`src/rtl/hall_dir_pkg.sv`:
```
package hall_dir_pkg;
  localparam int CODE_W  = 3;
  localparam int NUM_SEC = 6;
  localparam int IDX_W   = 3;

  typedef logic [CODE_W-1:0] code_t;
  typedef logic [IDX_W-1:0]  idx_t;

  localparam idx_t IDX_BAD = 3'b111;

  function automatic logic code_valid(code_t c);
    return (c != 3'b000) && (c != 3'b111);
  endfunction

  function automatic idx_t code_to_idx(code_t c);
    idx_t r;
    case (c)
      3'b100:  r = 3'd0;
      3'b101:  r = 3'd1;
      3'b001:  r = 3'd2;
      3'b011:  r = 3'd3;
      3'b010:  r = 3'd4;
      3'b110:  r = 3'd5;
      default: r = 3'd0;
    endcase
    return r;
  endfunction

  function automatic idx_t idx_fwd(idx_t i);
    return (i == idx_t'(NUM_SEC - 1)) ? idx_t'(0) : idx_t'(i + 1);
  endfunction

  function automatic idx_t idx_bwd(idx_t i);
    return (i == idx_t'(0)) ? idx_t'(NUM_SEC - 1) : idx_t'(i - 1);
  endfunction
endpackage

```
`src/rtl/hall_sync.sv`:
```
module hall_sync #(
  parameter int WIDTH  = 3,
  parameter int STAGES = 2
) (
  input  logic             clk,
  input  logic             rst,
  input  logic [WIDTH-1:0] async_i,
  output logic [WIDTH-1:0] sync_o
);
  logic [WIDTH-1:0] pipe [STAGES];

  generate
    for (genvar s = 0; s < STAGES; s++) begin : g_stage
      if (s == 0) begin : g_first
        always_ff @(posedge clk) begin
          if (rst) pipe[0] <= '0;
          else     pipe[0] <= async_i;
        end
      end else begin : g_next
        always_ff @(posedge clk) begin
          if (rst) pipe[s] <= '0;
          else     pipe[s] <= pipe[s-1];
        end
      end
    end
  endgenerate

  assign sync_o = pipe[STAGES-1];
endmodule

```
`src/rtl/sector_tracker.sv`:
```
module sector_tracker
  import hall_dir_pkg::*;
(
  input  logic  clk,
  input  logic  rst,
  input  code_t code_i,
  output idx_t  idx_o,
  output logic  dir_o,
  output logic  step_o
);
  code_t code_d;
  idx_t  idx_q;
  logic  have_q, dir_q, step_q;

  // named internal events
  logic chg_ev, valid_new, fwd_ev, bwd_ev, skip_ev;
  idx_t new_idx;

  assign chg_ev    = (code_i != code_d);
  assign valid_new = code_valid(code_i);
  assign new_idx   = code_to_idx(code_i);
  assign fwd_ev    = chg_ev && valid_new && have_q && (new_idx == idx_fwd(idx_q));
  assign bwd_ev    = chg_ev && valid_new && have_q && (new_idx == idx_bwd(idx_q));
  assign skip_ev   = chg_ev && valid_new && have_q && !fwd_ev && !bwd_ev;

  always_ff @(posedge clk) begin
    if (rst) begin
      code_d <= '0;
      idx_q  <= '0;
      have_q <= 1'b0;
      dir_q  <= 1'b0;
      step_q <= 1'b0;
    end else begin
      code_d <= code_i;
      step_q <= 1'b0;
      if (chg_ev) begin
        if (valid_new) begin
          idx_q  <= new_idx;
          have_q <= 1'b1;
          step_q <= 1'b1;
          if (fwd_ev)      dir_q <= 1'b0;
          else if (bwd_ev) dir_q <= 1'b1;
        end else begin
          idx_q  <= '0;
          have_q <= 1'b0;
        end
      end
    end
  end

  assign idx_o  = (idx_q < idx_t'(NUM_SEC)) ? idx_q : IDX_BAD;
  assign dir_o  = dir_q;
  assign step_o = step_q;

  a_r3_forward_clears_dir: assert property (@(posedge clk) disable iff (rst)
    fwd_ev |=> (dir_q == 1'b0));
  a_r4_backward_sets_dir: assert property (@(posedge clk) disable iff (rst)
    bwd_ev |=> (dir_q == 1'b1));
  a_r5_skip_holds_dir: assert property (@(posedge clk) disable iff (rst)
    skip_ev |=> ($stable(dir_q) && step_q));
  a_r7_invalid_to_first: assert property (@(posedge clk) disable iff (rst)
    (chg_ev && !valid_new) |=> (idx_q == 3'd0 && !step_q && $stable(dir_q) && !have_q));
  a_r8_first_no_dir: assert property (@(posedge clk) disable iff (rst)
    (chg_ev && valid_new && !have_q) |=> $stable(dir_q));
  a_r9_dir_moves_with_step: assert property (@(posedge clk) disable iff (rst)
    !$stable(dir_q) |-> step_q);
  a_r9_quiet_no_step: assert property (@(posedge clk) disable iff (rst)
    !chg_ev |=> !step_q);
endmodule

```
`src/rtl/hall_direction_detector.sv`:
```
module hall_direction_detector
  import hall_dir_pkg::*;
#(
  parameter int SYNC_STAGES = 2
) (
  input  logic       clk,
  input  logic       rst,
  input  logic       hall1,
  input  logic       hall2,
  input  logic       hall3,
  output logic       dir_o,
  output logic [2:0] sector_o,
  output logic       step_o
);
  code_t hall_raw, hall_s;

  assign hall_raw = {hall1, hall2, hall3};

  hall_sync #(.WIDTH(CODE_W), .STAGES(SYNC_STAGES)) u_sync (
    .clk(clk), .rst(rst), .async_i(hall_raw), .sync_o(hall_s)
  );

  sector_tracker u_track (
    .clk(clk), .rst(rst), .code_i(hall_s),
    .idx_o(sector_o), .dir_o(dir_o), .step_o(step_o)
  );

  a_r6_index_range: assert property (@(posedge clk) disable iff (rst)
    (sector_o < 3'd6) || (sector_o == 3'b111));
  a_r6_index_never_six: assert property (@(posedge clk) disable iff (rst)
    sector_o != 3'b110);
  a_r9_step_valid_index: assert property (@(posedge clk) disable iff (rst)
    step_o |-> (sector_o < 3'd6));
endmodule

```
`config.mk`:
```
export PLATFORM = sky130hd
export DESIGN_NAME = hall_direction_detector
export DESIGN_NICKNAME = d
export VERILOG_FILES = /design/src/rtl/hall_dir_pkg.sv /design/src/rtl/hall_sync.sv /design/src/rtl/sector_tracker.sv /design/src/rtl/hall_direction_detector.sv
export SDC_FILE = /design/constraint.sdc
export NUM_CORES = 1
export LEC_CHECK = 0
export BUFFER_PORTS_ARGS = -buffer_cell sky130_fd_sc_hd__buf_4
export CORE_MARGIN = 2
export CORE_UTILIZATION = 35
export CTS_CLUSTER_DIAMETER = 60
export DETAILED_ROUTE_END_ITERATION = 12
export GPL_ROUTABILITY_DRIVEN = 0
export GPL_TIMING_DRIVEN = 1
export SYNTH_ARGS = -nofsm -noshare
export SYNTH_HDL_FRONTEND = slang
export SYNTH_SLANG_ARGS = --single-unit
```
`constraint.sdc`:
```
create_clock -name clk -period 1.77 [get_ports clk]
set_clock_uncertainty 0.05 [all_clocks]
set_input_delay 0.354 -clock clk [delete_from_list [all_inputs] [get_ports clk]]
set_output_delay 0.354 -clock clk [all_outputs]
set_load 0.05 [all_outputs]
```
==> impl_metrics.tcl <==
set metrics [dict create \
    clockRootBuffer "clkbuf_4" \
    num_vias 584 \
    wl_per_cell_um 10.6 \
    finalMaxSlewViolations 0 \
    cellPowerDensity_nw_per_um2 805 \
    max_freq_ghz 0.625 \
    grt_overflow 0 \
    critical_path.endpoint "u_track.dir_o" \
    r2r_cells 5 \
    insertion_delay_ps 270 \
    startpoint "u_sync.pipe[1][0]" \
    die_area_um2 2480 \
    htreeDepth 1 \
    r2r_end "u_track.dir_o" \
    grt_antenna_before_repair 0 \
    rows 16 \
    final.period_utilization_pct 90.5 \
    post-dp-hpwl_um 918 \
    synth_area_per_cell_um2 8.64 \
    crit_required_ps 1920 \
    antenna_cells 0 \
    p_leak_nw 0.335 \
    grt_pass1_wl_um 2240 \
    ys_seq_area_share_pct 40.9 \
    fp.coreArea_um2 1960 \
    seq_power_share_pct 55.9 \
    cts.sinks 15 \
    cts_tree "yes" \
    ys_warn_count 0 \
    synthTopCellsByArea "dfxtp_1, nor2b_1, nor2_1" \
    drive_gt1_share_pct 19.6 \
    fp.dieW_um 49.8 \
    cp.arrival_ps 1750 \
    area_growth_pct 12.8 \
    hold_buffers 0 \
    netlist_area_um2 734 \
    drv_cap 0 \
    slew_headroom_pct 71.3 \
    grt_max_degree 16 \
    cp-end-kind "flip-flop" \
    syn_nets 90 \
    place_area_um2 801 \
    r2r_start "u_sync.pipe[1][0]" \
    power_frac_comb_pct 16.1 \
    ant_nets 0 \
    die_y_um 49.8 \
    route.detailed.drc 0 \
    syn_inst 85 \
    maxUsedRoutingLayer "met3" \
    dr.pass1.iters 4 \
    cts_buffer_depth 2 \
    swShare_pct 26.9 \
    outcome "complete, no violations" \
    drt-initial-drc-count 9 \
    power.switching_w 0.000179 \
    final-hold-violation-count 0 \
    rsz0062_at_grt "no" \
    hp-class "in2reg" \
    clkPwrFrac_pct 28.0 \
    worst_pin_slew_ps 429 \
    fin_setup_tns_ps 0 \
    synth_seq_cells 15 \
    final_core_util_pct 42.2 \
    dr_wl_met2_um 602 \
    design_area_um2 828 \
    boundaryPins 10 \
    crit_path_start_kind "flip-flop" \
    whs_ps 239 \
    p_int_w 0.000488 \
    nNetsFinal 98 \
    wl_met1_um 614 \
    cts_made_buffers 3 \
    yosysTopAreaCellShare_pct 40.9 \
    via_per_inst 4.91 \
    setup_viol 0 \
    clk_pin_slew_ps 90 \
    peakVddDrop_mv 0.395 \
    yosysTopAreaCell "dfxtp_1" \
    grtUsageTotal_pct 11.6 \
    met3_length_um 45 \
    portBuffers 9 \
    crit_type "reg2reg" \
    min_period_ps 1600 \
    initial_core_util_pct 37.4 \
    grt_pass1_vias 519 \
    worst-path-max-fanout 10 \
    yosysUniqueCellTypes 29 \
    drt-total-wl_um 1260 \
    worst-r2r-setup-slack_ps 170 \
]
kinds of logic after synthesis:
logic type,Yosys count,synth area share (%)
buffers and inverters,9,7.32
flip-flops,15,40.9
XOR/XNOR,5,5.96
AO/OA/AOI/OAI,22,21.3
AND/OR/NAND/NOR,34,24.5
cell usage in the layout, fill, tap and decap left out, types with 2 or more instances in the layout:
cell      count
xnor2_1       3
dfxtp_1      14
nor2b_1      10
a31oi_1       3
buf_4        11
a21oi_1       6
nand2b_1      4
nor2_1        9
nand2_1       5
xor2_1        2
a211oi_1      2
o21ai_0       2
nand3b_1      2
clkbuf_4      3
nand3_1       2
power groups by stage:
| stage | combinational (W) | clock, W | sequential, W |
|---|---|---|---|
| final | 0.000107 | 0.000187 | 0.000373 |
| after global placement | 0.000107 | 0 | 0.000380 |
| after global routing | 0.000119 | 0.000218 | 0.000377 |
| after CTS | 0.000109 | 0.000203 | 0.000373 |
| after floorplan | 0.0000893 | 0 | 0.000371 |
| after detailed placement | 0.000108 | 0 | 0.000381 |
how the worst min path moves through the flow:
stage / from / end / slack (ps) / cells past startpoint
2_1_floorplan: u_sync.pipe[0][0] / u_sync.pipe[1][0] / 360 / 1
3_3_place_gp: u_sync.pipe[0][2] / u_sync.pipe[1][2] / 370 / 1
3_5_place_dp: u_sync.pipe[0][0] / u_sync.pipe[1][0] / 380 / 1
4_1_cts: hall2 / u_sync.pipe[0][1] / 230 / 2
5_1_grt: hall1 / u_sync.pipe[0][2] / 240 / 2
6_report: hall3 / u_sync.pipe[0][0] / 240 / 2
Yosys cell counts:
master     n
dfxtp_1   15
nor2b_1   10
nor2_1     9
a21oi_1    6
nand2_1    5
clkbuf_1   4
nand2b_1   4
a31oi_1    3
xnor2_1    3
a211oi_1   2
buf_6      2
nand3_1    2
nand3b_1   2
o21ai_0    2
xor2_1     2
a21o_1     1
a221oi_2   1
a32oi_1    1
and2_0     1
buf_2      1
buf_4      1
inv_2      1
o211a_1    1
o21a_1     1
o21ai_2    1
o311ai_0   1
o31ai_1    1
o32ai_1    1
or3b_1     1
sequential cells by signal, summed over array words and instances, names as in the netlist:
name	flops
u_sync.pipe	6
u_track.idx_q	3
u_track.have_q	1
u_track.dir_o	1
u_track.step_o	1
u_track.code_d	3
critical path, cell delays in order, from the launching register on:
cell	delay (ps)
dfxtp_1	500
nor2_1	100
or3b_1	370
a221oi_2	220
nor2_1	70
a211oi_1	220
stage by stage:
stage	std cells	power (W)	worst slack [ps]
CTS	119	0.000685	108
floorplan	85	0.000461	340
finish	119	0.000667	169
global route	119	0.000714	20.0
global placement	115	0.000487	192
detailed placement	115	0.000489	132
layout make-up:
type / count / area, um2
sequential: 15 / 302
tap: 27 / 33.8
fill: 232 / 1130
inverter: 1 / 3.75
multi-input combinational: 61 / 380
clock buffer: 4 / 26.3
timing repair buffer: 11 / 82.6
routing by layer:
| layer | up-vias | track usage (%) |
|---|---|---|
| met4 | 0 | 4.17 |
| met1 | 265 | 15.2 |
| met3 | 0 | 1.82 |
| met2 | 10 | 19.1 |
| li1 | 309 | - |
| met5 | - | 0 |
repair_timing:
action,4_1_cts,5_1_grt
setup endpoints to repair,0,1
gates resized for setup,0,1
setup buffers,0,0
Note: power is estimated with default switching activity, not from simulation.
